## config.mk

```make
export PLATFORM = sky130hd
export DESIGN_NAME = selfheal_prefix_adder
export DESIGN_NICKNAME = d
export VERILOG_FILES = /design/src/rtl/shpa_pkg.sv /design/src/rtl/shpa_pg_stage.sv /design/src/rtl/shpa_ks_tree.sv /design/src/rtl/shpa_hc_stage.sv /design/src/rtl/shpa_steer.sv /design/src/rtl/selfheal_prefix_adder.sv
export SDC_FILE = /design/constraint.sdc
export NUM_CORES = 1
export LEC_CHECK = 0
export ABC_CLOCK_PERIOD_IN_PS = 15500
export BUFFER_PORTS_ARGS = -buffer_cell sky130_fd_sc_hd__clkbuf_2
export CAP_MARGIN = 20
export CORE_MARGIN = 2
export CORE_UTILIZATION = 36
export DETAILED_ROUTE_END_ITERATION = 12
export MAX_ROUTING_LAYER = met4
export PLACE_DENSITY = 0.63
export SYNTH_ARGS = -nofsm -noshare
export SYNTH_HDL_FRONTEND = slang
export SYNTH_SLANG_ARGS = --single-unit
```

## constraint.sdc

```tcl
create_clock -name vclk -period 15.5
set_clock_uncertainty 0.1 [all_clocks]
set_input_delay 3.1 -clock vclk [all_inputs]
set_output_delay 3.1 -clock vclk [all_outputs]
set_load 0.01 [all_outputs]
```

## src/rtl/shpa_pkg.sv

```systemverilog
package shpa_pkg;

    typedef enum logic [1:0] {
        FLT_NONE   = 2'd0,
        FLT_STUCK0 = 2'd1,
        FLT_STUCK1 = 2'd2,
        FLT_FLIP   = 2'd3
    } flt_mode_e;

    // Apply the selected fault to one generate output when the site matches.
    function automatic logic inject(input logic raw, input logic [1:0] mode, input logic hit);
        logic res;
        res = raw;
        if (hit) begin
            unique case (mode)
                FLT_NONE:   res = raw;
                FLT_STUCK0: res = 1'b0;
                FLT_STUCK1: res = 1'b1;
                FLT_FLIP:   res = ~raw;
            endcase
        end
        return res;
    endfunction

endpackage

```

## src/rtl/shpa_pg_stage.sv

```systemverilog
module shpa_pg_stage #(
    parameter int WIDTH = 16
) (
    input  logic [WIDTH-1:0] a,
    input  logic [WIDTH-1:0] b,
    input  logic             cin,
    output logic [WIDTH-1:0] gen,
    output logic [WIDTH-1:0] prop
);
    logic [WIDTH-1:0] gen_raw;

    assign prop    = a ^ b;
    assign gen_raw = a & b;
    // Carry-in folded into bit 0 so the prefix tree needs no extra column.
    assign gen     = {gen_raw[WIDTH-1:1], gen_raw[0] | (prop[0] & cin)};
endmodule

```

## src/rtl/shpa_ks_tree.sv

```systemverilog
module shpa_ks_tree #(
    parameter int WIDTH  = 16,
    parameter int LEVELS = $clog2(WIDTH),
    parameter int LW     = $clog2(LEVELS + 1),
    parameter int IW     = $clog2(WIDTH)
) (
    input  logic [WIDTH-1:0] gen,
    input  logic [WIDTH-1:0] prop,
    input  logic [1:0]       flt_mode,
    input  logic [LW-1:0]    flt_level,
    input  logic [IW-1:0]    flt_index,
    output logic [WIDTH-1:0] c_ks
);
    logic [LEVELS:0][WIDTH-1:0] gv;
    logic [LEVELS:0][WIDTH-1:0] pv;

    assign gv[0] = gen;
    assign pv[0] = prop;

    for (genvar l = 0; l < LEVELS; l++) begin : g_lvl
        localparam int DIST = 1 << l;
        localparam logic [LW-1:0] LV = LW'(l);
        for (genvar i = 0; i < WIDTH; i++) begin : g_bit
            if (i >= DIST) begin : g_dot
                localparam logic [IW-1:0] IX = IW'(i);
                logic hit;
                logic g_raw;
                assign hit   = (flt_level == LV) && (flt_index == IX);
                assign g_raw = gv[l][i] | (pv[l][i] & gv[l][i-DIST]);
                assign gv[l+1][i] = shpa_pkg::inject(g_raw, flt_mode, hit);
                assign pv[l+1][i] = pv[l][i] & pv[l][i-DIST];
            end else begin : g_pass
                assign gv[l+1][i] = gv[l][i];
                assign pv[l+1][i] = pv[l][i];
            end
        end
    end

    assign c_ks = gv[LEVELS];
endmodule

```

## src/rtl/shpa_hc_stage.sv

```systemverilog
module shpa_hc_stage #(
    parameter int WIDTH  = 16,
    parameter int LEVELS = $clog2(WIDTH),
    parameter int LW     = $clog2(LEVELS + 1),
    parameter int IW     = $clog2(WIDTH)
) (
    input  logic [WIDTH-1:0] gen,
    input  logic [WIDTH-1:0] prop,
    input  logic [WIDTH-1:0] c_ks,
    input  logic [1:0]       flt_mode,
    input  logic [LW-1:0]    flt_level,
    input  logic [IW-1:0]    flt_index,
    output logic [WIDTH-1:0] c_hc
);
    localparam logic [LW-1:0] LV = LW'(LEVELS);

    // Position 0 has no operator: its carry is the folded generate itself.
    assign c_hc[0] = gen[0];

    for (genvar i = 1; i < WIDTH; i++) begin : g_bit
        localparam logic [IW-1:0] IX = IW'(i);
        logic hit;
        logic g_raw;
        assign hit     = (flt_level == LV) && (flt_index == IX);
        assign g_raw   = gen[i] | (prop[i] & c_ks[i-1]);
        assign c_hc[i] = shpa_pkg::inject(g_raw, flt_mode, hit);
    end
endmodule

```

## src/rtl/shpa_steer.sv

```systemverilog
module shpa_steer #(
    parameter int WIDTH = 16
) (
    input  logic [WIDTH-1:0] c_ks,
    input  logic [WIDTH-1:0] c_hc,
    output logic [WIDTH-1:0] c_fix,
    output logic             mismatch,
    output logic             low_even
);
    logic [WIDTH-1:0] err;
    logic             found;

    assign err      = c_ks ^ c_hc;
    assign mismatch = |err;

    // Only the parity bit of a priority encode over err is needed.
    always_comb begin
        found    = 1'b0;
        low_even = 1'b0;
        for (int i = 0; i < WIDTH; i++) begin
            if (!found && err[i]) begin
                found    = 1'b1;
                low_even = ((i % 2) == 0);
            end
        end
    end

    for (genvar i = 0; i < WIDTH; i++) begin : g_mux
        localparam logic EVEN_POS = ((i % 2) == 0);
        assign c_fix[i] = (mismatch && (EVEN_POS == low_even)) ? c_hc[i] : c_ks[i];
    end
endmodule

```

## src/rtl/selfheal_prefix_adder.sv

```systemverilog
module selfheal_prefix_adder #(
    parameter int WIDTH  = 16,
    parameter int LEVELS = $clog2(WIDTH),
    parameter int LW     = $clog2(LEVELS + 1),
    parameter int IW     = $clog2(WIDTH)
) (
    input  logic [WIDTH-1:0] a_in,
    input  logic [WIDTH-1:0] b_in,
    input  logic             carry_in,
    input  logic [1:0]       fault_mode,
    input  logic [LW-1:0]    fault_level,
    input  logic [IW-1:0]    fault_index,
    output logic [WIDTH-1:0] sum_out,
    output logic             carry_out,
    output logic             fault_detected,
    output logic             even_sel
);
    logic [WIDTH-1:0] gen;
    logic [WIDTH-1:0] prop;
    logic [WIDTH-1:0] c_ks;
    logic [WIDTH-1:0] c_hc;
    logic [WIDTH-1:0] c_fix;

    shpa_pg_stage #(.WIDTH(WIDTH)) u_pg (
        .a    (a_in),
        .b    (b_in),
        .cin  (carry_in),
        .gen  (gen),
        .prop (prop)
    );

    shpa_ks_tree #(.WIDTH(WIDTH), .LEVELS(LEVELS), .LW(LW), .IW(IW)) u_tree (
        .gen       (gen),
        .prop      (prop),
        .flt_mode  (fault_mode),
        .flt_level (fault_level),
        .flt_index (fault_index),
        .c_ks      (c_ks)
    );

    shpa_hc_stage #(.WIDTH(WIDTH), .LEVELS(LEVELS), .LW(LW), .IW(IW)) u_rebuild (
        .gen       (gen),
        .prop      (prop),
        .c_ks      (c_ks),
        .flt_mode  (fault_mode),
        .flt_level (fault_level),
        .flt_index (fault_index),
        .c_hc      (c_hc)
    );

    shpa_steer #(.WIDTH(WIDTH)) u_steer (
        .c_ks     (c_ks),
        .c_hc     (c_hc),
        .c_fix    (c_fix),
        .mismatch (fault_detected),
        .low_even (even_sel)
    );

    assign sum_out   = prop ^ {c_fix[WIDTH-2:0], carry_in};
    assign carry_out = c_fix[WIDTH-1];
endmodule

```

; Word level (Yosys, flattened, before mapping)
; Cells that the tools add are included.
[word_totals]
latchBits = 0
mem_bits_rw = 0
mem_count = 0
word_cells = 523
mem_bits_ro = 0
in_bits = 42
ff_bits = 0
[op_classes]
order_cmp = 0
eq_ne = 22
add_sub_neg = 0
n_mul = 0
mux = 172
shift = 0
bitwise_logic = 230
div_mod_pow = 0
reduce_logical = 99
[op_table]
columns = operator, n
row1 = one-hot mux 1 bit (4 select lines), 63
row2 = two-way mux 1 bit, 109
row3 = bitwise AND 1 bit, 98
row4 = logical AND 1 bit, 81
row5 = NOT 1 bit, 64
row6 = bitwise OR 1 bit, 64
row7 = XOR 16 bit, 3
row8 = equality test 4 bit (second input constant), 8
row9 = bitwise AND 16 bit, 1
row10 = equality test 4 x 3 -> 1 bit (second input constant), 4
row11 = OR reduction 16 bit, 1
row12 = logical NOT 1 bit, 15
row13 = equality test 4 x 2 -> 1 bit (second input constant), 2
row14 = equality test 3 x 2 -> 1 bit (second input constant), 2
row15 = equality test 2 bit (second input constant), 2
row16 = equality test 4 x 1 -> 1 bit (second input constant), 1
row17 = equality test 3 x 1 -> 1 bit (second input constant), 1
row18 = equality test 3 bit (second input constant), 1
row19 = logical NOT 3 bit, 1
row20 = equality test 2 x 1 -> 1 bit (second input constant), 1
row21 = logical NOT 2 bit, 1

; Longest topological paths before layout
; Gate-level depths: netlist of run 1.
[depth]
word_depth = 76
ltp_mapped = 16

; By module
; Synthesis of run 1 repeated with hierarchy kept, for this count alone.
[hier_totals]
hier_cells = 434
hier_area_um2 = 3085.5
[by_module_without_submodules]
columns = mod, n_inst, cells_each, area_per_inst_um2
row1 = shpa_ks_tree, 1, 268, 1697.9
row2 = shpa_hc_stage, 1, 81, 540.5
row3 = shpa_steer, 1, 52, 499.2
row4 = shpa_pg_stage, 1, 17, 207.7
row5 = selfheal_prefix_adder, 1, 16, 140.1

; Worst setup path before layout of run 1
; OpenSTA, ideal clock, no wires.
[synth_timing]
path_kind = input port to output port
startpoint = input port a_in[2]
endpoint = output port sum_out[12]
path_buffers = 1
stages = 16
arrival_ps = 6865
required_time_ps = 12300
setup_slack_ps = 5435
path_cell_list = ha_1 > clkbuf_1 > a21oi_1 > o31ai_1 > a32o_1 > a211o_1 > mux2_4 > or2_4 > a22oi_4 > mux2_1 > a32o_2 > xnor2_1 > a31oi_1 > o221ai_4 > mux2i_1 > xor2_1
[synth_via]
elab_chain_cells = 58
elab_cells_between_ends = 238
cone_classes = 96 x mux / 113 x bitwise / 29 x reduce/logical
[synth_lines]
columns = element, line
row1 = start: declaration, selfheal_prefix_adder.sv:7  ; input logic [WIDTH-1:0] a_in,
row2 = "parallel branches: the longest is 56 deep, another holds XOR 16 bit", n/a
row3 = two-way mux 1 bit *, shpa_steer.sv:30  ; assign c_fix[i] = (mismatch && (EVEN_POS == low_even)) ? c_hc[i] : c_ks[i];
row4 = XOR 16 bit *, selfheal_prefix_adder.sv:59  ; assign sum_out = prop ^ {c_fix[WIDTH-2:0], carry_in};
row5 = end: declaration, selfheal_prefix_adder.sv:13  ; output logic [WIDTH-1:0] sum_out,
; Every way passes the cells marked *.

; Final worst setup path of run 1
[layout_timing]
startpoint = input port fault_level[1]
endpoint = output port sum_out[12]
[layout_via]
elab_chain_cells = 55
elab_cells_between_ends = 386
cone_classes = 4 x eq/ne / 142 x mux / 144 x bitwise / 96 x reduce/logical
[layout_lines]
columns = element, line
row1 = start: declaration, selfheal_prefix_adder.sv:11  ; input logic [LW-1:0] fault_level,
row2 = "parallel branches: the longest is 53 deep, another holds one-hot mux 1 bit (4 select lines)", n/a
row3 = two-way mux 1 bit *, shpa_steer.sv:30
row4 = XOR 16 bit *, selfheal_prefix_adder.sv:59
; Marks and branches as above.

==> flow_summary_export.csv, run 1 <==
group,metric,value,unit
synthesis,yosys.cell_types.count,92,
clocking,cts_resized,0,
timing,fin_ws,4.31,ns
timing,rsz0062_at_grt,"no",
placement,place.gp.congestion,1.01,
floorplanning,dieHeight,103,um
synthesis,avgSynthCellArea,7.07,um2
timing,fmax,89.4,MHz
min_path,holdCritStartpoint,"carry_in",
placement,place_ws,4.28,ns
synthesis,synth_top_area_share,11.1,%
final_layout,fin_nets,586,
floorplanning,coreArea,9640,um2
synthesis,synth_nets,558,
drt,via_count,4296,
final_layout,syn2layout_area_growth,9.22,%
floorplanning,dieArea,10600,um2
timing,worst_pin_slew,1.10,ns
clocking,postCtsSetupBuffers,0,
floorplanning,rows,36,
final_layout,final_cells,658,
setup_path,crit_chain,"clkbuf_2 -> nor4b_4 -> nand2_1 -> a21o_1 -> o21ai_1 -> mux2i_1 -> a2111oi_0 -> a21oi_1 -> o21ai_1 -> mux2i_1 -> xnor2_1 -> nand2_2 -> o221ai_4 -> mux2i_1 -> xor2_1 -> clkbuf_2",
timing,period_share,72.2,%
power,ir_drop,0.0225,mV
drt,viasPerCell,6.53,
setup_path,crit_top_cell,"mux2i_1",
synthesis,synth_top_cells_by_count,"nand2_1, a21oi_1, nor2_1",
run_status,run_status,"finished clean",
grt,grt_first_pass_wirelength,21.4,mm
drt,drc,0,
setup_path,startpoint,"fault_level[1]",
placement,hpwl,10.4,mm
synthesis,synth_area_leaders,"mux2i_1, a21oi_1, nand2_1",
drt,drt_iter0_markers,588,
grt,grt_pass1_vias,3874,
synthesis,synth_area,3530,um2
setup_path,cp-end-kind,"output pin",
placement,io_buffers,61,
grt,grt_max_degree,27,
placement,place_inst,657,
final_layout,flops_and_latches,0,
synthesis,ys_seq_area_share,0,%
power,total_power,197,uW
timing,hold_viol_final,0,
synthesis,yosys_warnings,0,
drt,firstDrtPassIters,7,
timing,maxSlewHeadroom,26.1,%
grt,grt-ovfl-total,0,
timing,slew_viol_final,0,
setup_path,cpMaxStageDelayCell,"nor4b_4",
final_layout,seq_area,0,um2
synthesis,postSynthCellCount,499,
setup_path,start_kind,"input pin",
setup_path,cp_slowest_stage_delay,1.01,ns
final_layout,drive_gt1_share,19.2,%
drt,wl_per_cell,20.9,um
timing,tns,0,ns
final_layout,antenna-diode-count,0,
final_layout,num-clock-buffers,0,
power,p_leak,1.57,nW
drt,totalWireLength,13.8,mm
setup_path,path_class,"in -> out",
floorplanning,fp.dieW,103,um
setup_path,cp_num_buf_inv,2,
setup_path,cp_max_fo,18,
timing,finalSetupViolCount,0,
clocking,ctsHoldBuffers,0,
synthesis,yosysTopAreaCell,"mux2i_1",
job,maxCapViolCount,0,
power,powerDensity,51.1,nW/um2
setup_path,cp.required,12.30,ns
min_path,hp-class,"in -> out",
grt,grt.total_usage,26.4,%
floorplanning,ios,61,
floorplanning,start_util,36.6,%
drt,postRouteAntennaNets,0,
setup_path,crit_arrival,7.99,ns
timing,fin_crit,11.19,ns
setup_path,crit_family,"compound AO/OA/AOI/OAI gates",
synthesis,synthMostInstantiatedCell,"nand2_1",
grt,antenna_found_initial,0,
final cells by class:
class	count	area (um2)
Inverter	7	26.3
Multi-Input combinational cell	454	3340
Timing Repair Buffer	64	325
Tap cell	133	166
Fill cell	1070	5790
power by group:
| part | switching, mW | total [mW] | internal [mW] |
|---|---|---|---|
| clock | 0 | 0 | 0 |
| combinational | 0.117 | 0.197 | 0.0802 |
| sequential | 0 | 0 | 0 |
| total | 0.117 | 0.197 | 0.0802 |
cells by family (layout without fill, tap and decap cells):
family,count (synthesis),in the layout,share of synthesized area [%]
buffers and inverters,45,71,5.46
XOR/XNOR,29,29,7.20
multiplexers,44,44,12.8
adder cells (fa/ha/maj),17,17,6.45
AO/OA/AOI/OAI,153,153,31.1
AND/OR/NAND/NOR,211,211,37.0
per-layer routing:
metal | track usage, % | wire length [um]
met5 | - | 0
met1 | 36.3 | 5760
met2 | 41.3 | 6230
met3 | 3.59 | 1410
met4 | 5.77 | 354
cells in the final DEF (no fill, tap or decap), types with 8 or more instances in the layout:
cell type  count
a21o_1        10
a21oi_1       52
a31oi_1       14
and3_1         9
clkbuf_2      62
ha_1          15
mux2i_1       39
nand2_1       54
nand3_1       19
nand4_1        9
nor2_1        42
nor3_1         8
o21ai_0       14
xnor2_1       20
xor2_1         9
metrics by stage:
step | hold WS, ns | area (um2) | util, %
after floorplan | 6.29 | 3530 | -
after global routing | 6.46 | 3850 | 40.0
after global placement | 6.45 | 3850 | 39.9
final | 6.45 | 3850 | 40.0
after detailed placement | 6.45 | 3850 | 39.9
after CTS | 6.45 | 3850 | 39.9
final timing paths:
check	cells after the start	end	slack, ns
max	16	sum_out[12]	4.31
min	3	sum_out[0]	6.45
(Power assumes the default switching activity.)
==> run 2, diff against run 1 <==
--- a/config.mk
+++ b/config.mk
@@ -5,14 +5,14 @@
 export SDC_FILE = /design/constraint.sdc
 export NUM_CORES = 1
 export LEC_CHECK = 0
-export ABC_CLOCK_PERIOD_IN_PS = 15500
+export ABC_CLOCK_PERIOD_IN_PS = 10150
 export BUFFER_PORTS_ARGS = -buffer_cell sky130_fd_sc_hd__clkbuf_2
 export CAP_MARGIN = 20
 export CORE_MARGIN = 2
 export CORE_UTILIZATION = 36
 export DETAILED_ROUTE_END_ITERATION = 12
 export MAX_ROUTING_LAYER = met4
-export PLACE_DENSITY = 0.63
+export PLACE_DENSITY = 0.65
 export SYNTH_ARGS = -nofsm -noshare
 export SYNTH_HDL_FRONTEND = slang
 export SYNTH_SLANG_ARGS = --single-unit
==> constraint.sdc (replaced) <==
create_clock -name vclk -period 10.15
set_clock_uncertainty 0.1 [all_clocks]
set_input_delay 2.03 -clock vclk [all_inputs]
set_output_delay 2.03 -clock vclk [all_outputs]
set_load 0.01 [all_outputs]
==> flow_summary_export.csv, run 2 (same netlist as run 1, synthesis figures left out) <==
group,metric,value,unit
drt,wl_per_cell,20.6,um
clocking,cts_resized,0,
power,p_clk_share,0,%
placement,place.gp.congestion,0.991,
setup_path,start_kind,"input pin",
drt,drc,0,
final_layout,fin_nets,586,
drt,postRouteAntennaNets,0,
power,swShare,59.3,%
placement,place_inst,658,
timing,fin_crit,9.09,ns
job,maxCapViolCount,0,
power,ir_drop,0.0269,mV
drt,firstDrtPassIters,5,
final_layout,layout_commonest_cell,"clkbuf_2",
min_path,holdCritStartpoint,"carry_in",
timing,worst_pin_slew,1.08,ns
drt,via_count,4313,
setup_path,crit_chain,"clkbuf_2 -> nor4bb_1 -> a31oi_1 -> o211ai_1 -> mux2i_1 -> a21oi_1 -> mux2_2 -> xor2_1 -> nand4bb_1 -> and4bb_4 -> nand2_2 -> o221ai_4 -> mux2i_1 -> xnor2_1 -> clkbuf_2",
clocking,ctsHoldBuffers,0,
grt,grt_first_pass_wirelength,20.4,mm
final_layout,seq_area,0,um2
final_layout,layout_common_cells,"clkbuf_2, nand2_1, a21oi_1, nor2_1, mux2i_1",
final_layout,flops_and_latches,0,
setup_path,cp.required,8.02,ns
clocking,postCtsSetupBuffers,0,
grt,grt.total_usage,25.2,%
setup_path,cp_slowest_stage_delay,0.99,ns
floorplanning,dieHeight,103,um
power,powerDensity,78.0,nW/um2
final_layout,num-clock-buffers,0,
timing,fmax,110,MHz
timing,period_share,89.5,%
timing,hold_viol_final,0,
drt,drt_iter0_markers,406,
drt,viasPerCell,6.55,
min_path,hp-class,"in -> out",
power,p_comb_share,100.0,%
floorplanning,fp.dieW,103,um
run_status,run_status,"finished clean",
grt,grt-ovfl-total,0,
power,p_leak,1.57,nW
timing,finalSetupViolCount,0,
grt,grt_pass1_vias,3857,
placement,hpwl,10.2,mm
floorplanning,rows,36,
floorplanning,ios,61,
final_layout,final_cells,658,
min_path,hold_depth,3,
grt,antenna_found_initial,0,
final_layout,antenna-diode-count,0,
setup_path,cpMaxStageDelayCell,"nor4bb_1",
floorplanning,start_util,36.6,%
final_layout,drive_gt1_share,19.2,%
floorplanning,dieArea,10600,um2
power,seq_power_share,0,%
setup_path,crit_arrival,6.96,ns
setup_path,path_class,"in -> out",
timing,maxSlewHeadroom,27.3,%
power,total_power,301,uW
setup_path,cp_max_fo,26,
drt,totalWireLength,13.5,mm
final_layout,syn2layout_area_growth,9.29,%
timing,tns,0,ns
setup_path,cp-end-kind,"output pin",
placement,io_buffers,61,
floorplanning,coreArea,9640,um2
grt,grt_max_degree,27,
timing,rsz0062_at_grt,"no",
timing,slew_viol_final,0,
power,p_int,123,uW
min_path,holdPathEnd,"sum_out[0]",
power,p_sw,178,uW
## run 2: how the worst max path moves through the flow
stage / from / to / slack, ns / cells past startpoint
floorplan: a_in[2] / sum_out[12] / 2.23 / 16
global placement: fault_index[2] / sum_out[4] / 1.43 / 15
detailed placement: fault_index[2] / sum_out[4] / 1.24 / 15
CTS: fault_index[2] / sum_out[4] / 1.23 / 15
global route: fault_index[2] / sum_out[6] / 0.79 / 15
finish: fault_index[2] / sum_out[4] / 1.06 / 15
## run 2: power by group through the flow
stage | Sequential (mW) | Clock, mW | Combinational, mW
after floorplan | 0 | 0 | 0.211
after global placement | 0 | 0 | 0.292
after detailed placement | 0 | 0 | 0.296
after CTS | 0 | 0 | 0.297
after global routing | 0 | 0 | 0.322
final | 0 | 0 | 0.301
## run 2: area by class of cell
cell class	instances	area (um2)
tap	133	166
fill	1047	5780
timing repair buffer	64	328
multi-input combinational	454	3340
inverter	7	26.3
## run 2: routing by layer
layer  global-route usage [%]  wire length, um  up-vias
met2                     39.9             6040      276
met5                        -                0        -
li1                         -                -     1969
met4                     7.69              517        0
met1                     34.1             5630     2021
met3                     2.17             1350       47
## run 2: through the flow
stage | setup WS, ns | util (%) | instance area (um2) | hold slack [ns]
floorplan | 2.23 | - | 3530 | 4.15
global placement | 1.43 | 40.0 | 3860 | 4.31
detailed placement | 1.24 | 40.0 | 3860 | 4.32
CTS | 1.23 | 40.0 | 3860 | 4.32
global route | 0.785 | 40.0 | 3860 | 4.33
finish | 1.06 | 40.0 | 3860 | 4.31
## run 2: worst max-delay path, delay by kind of cell
| kind | cells | cell delay [ns] |
|---|---|---|
| AND/OR/NAND/NOR | 4 | 1.82 |
| AO/OA/AOI/OAI | 4 | 1.10 |
| multiplexers | 3 | 1.07 |
| buffers and inverters | 2 | 0.58 |
| XOR/XNOR | 2 | 0.34 |
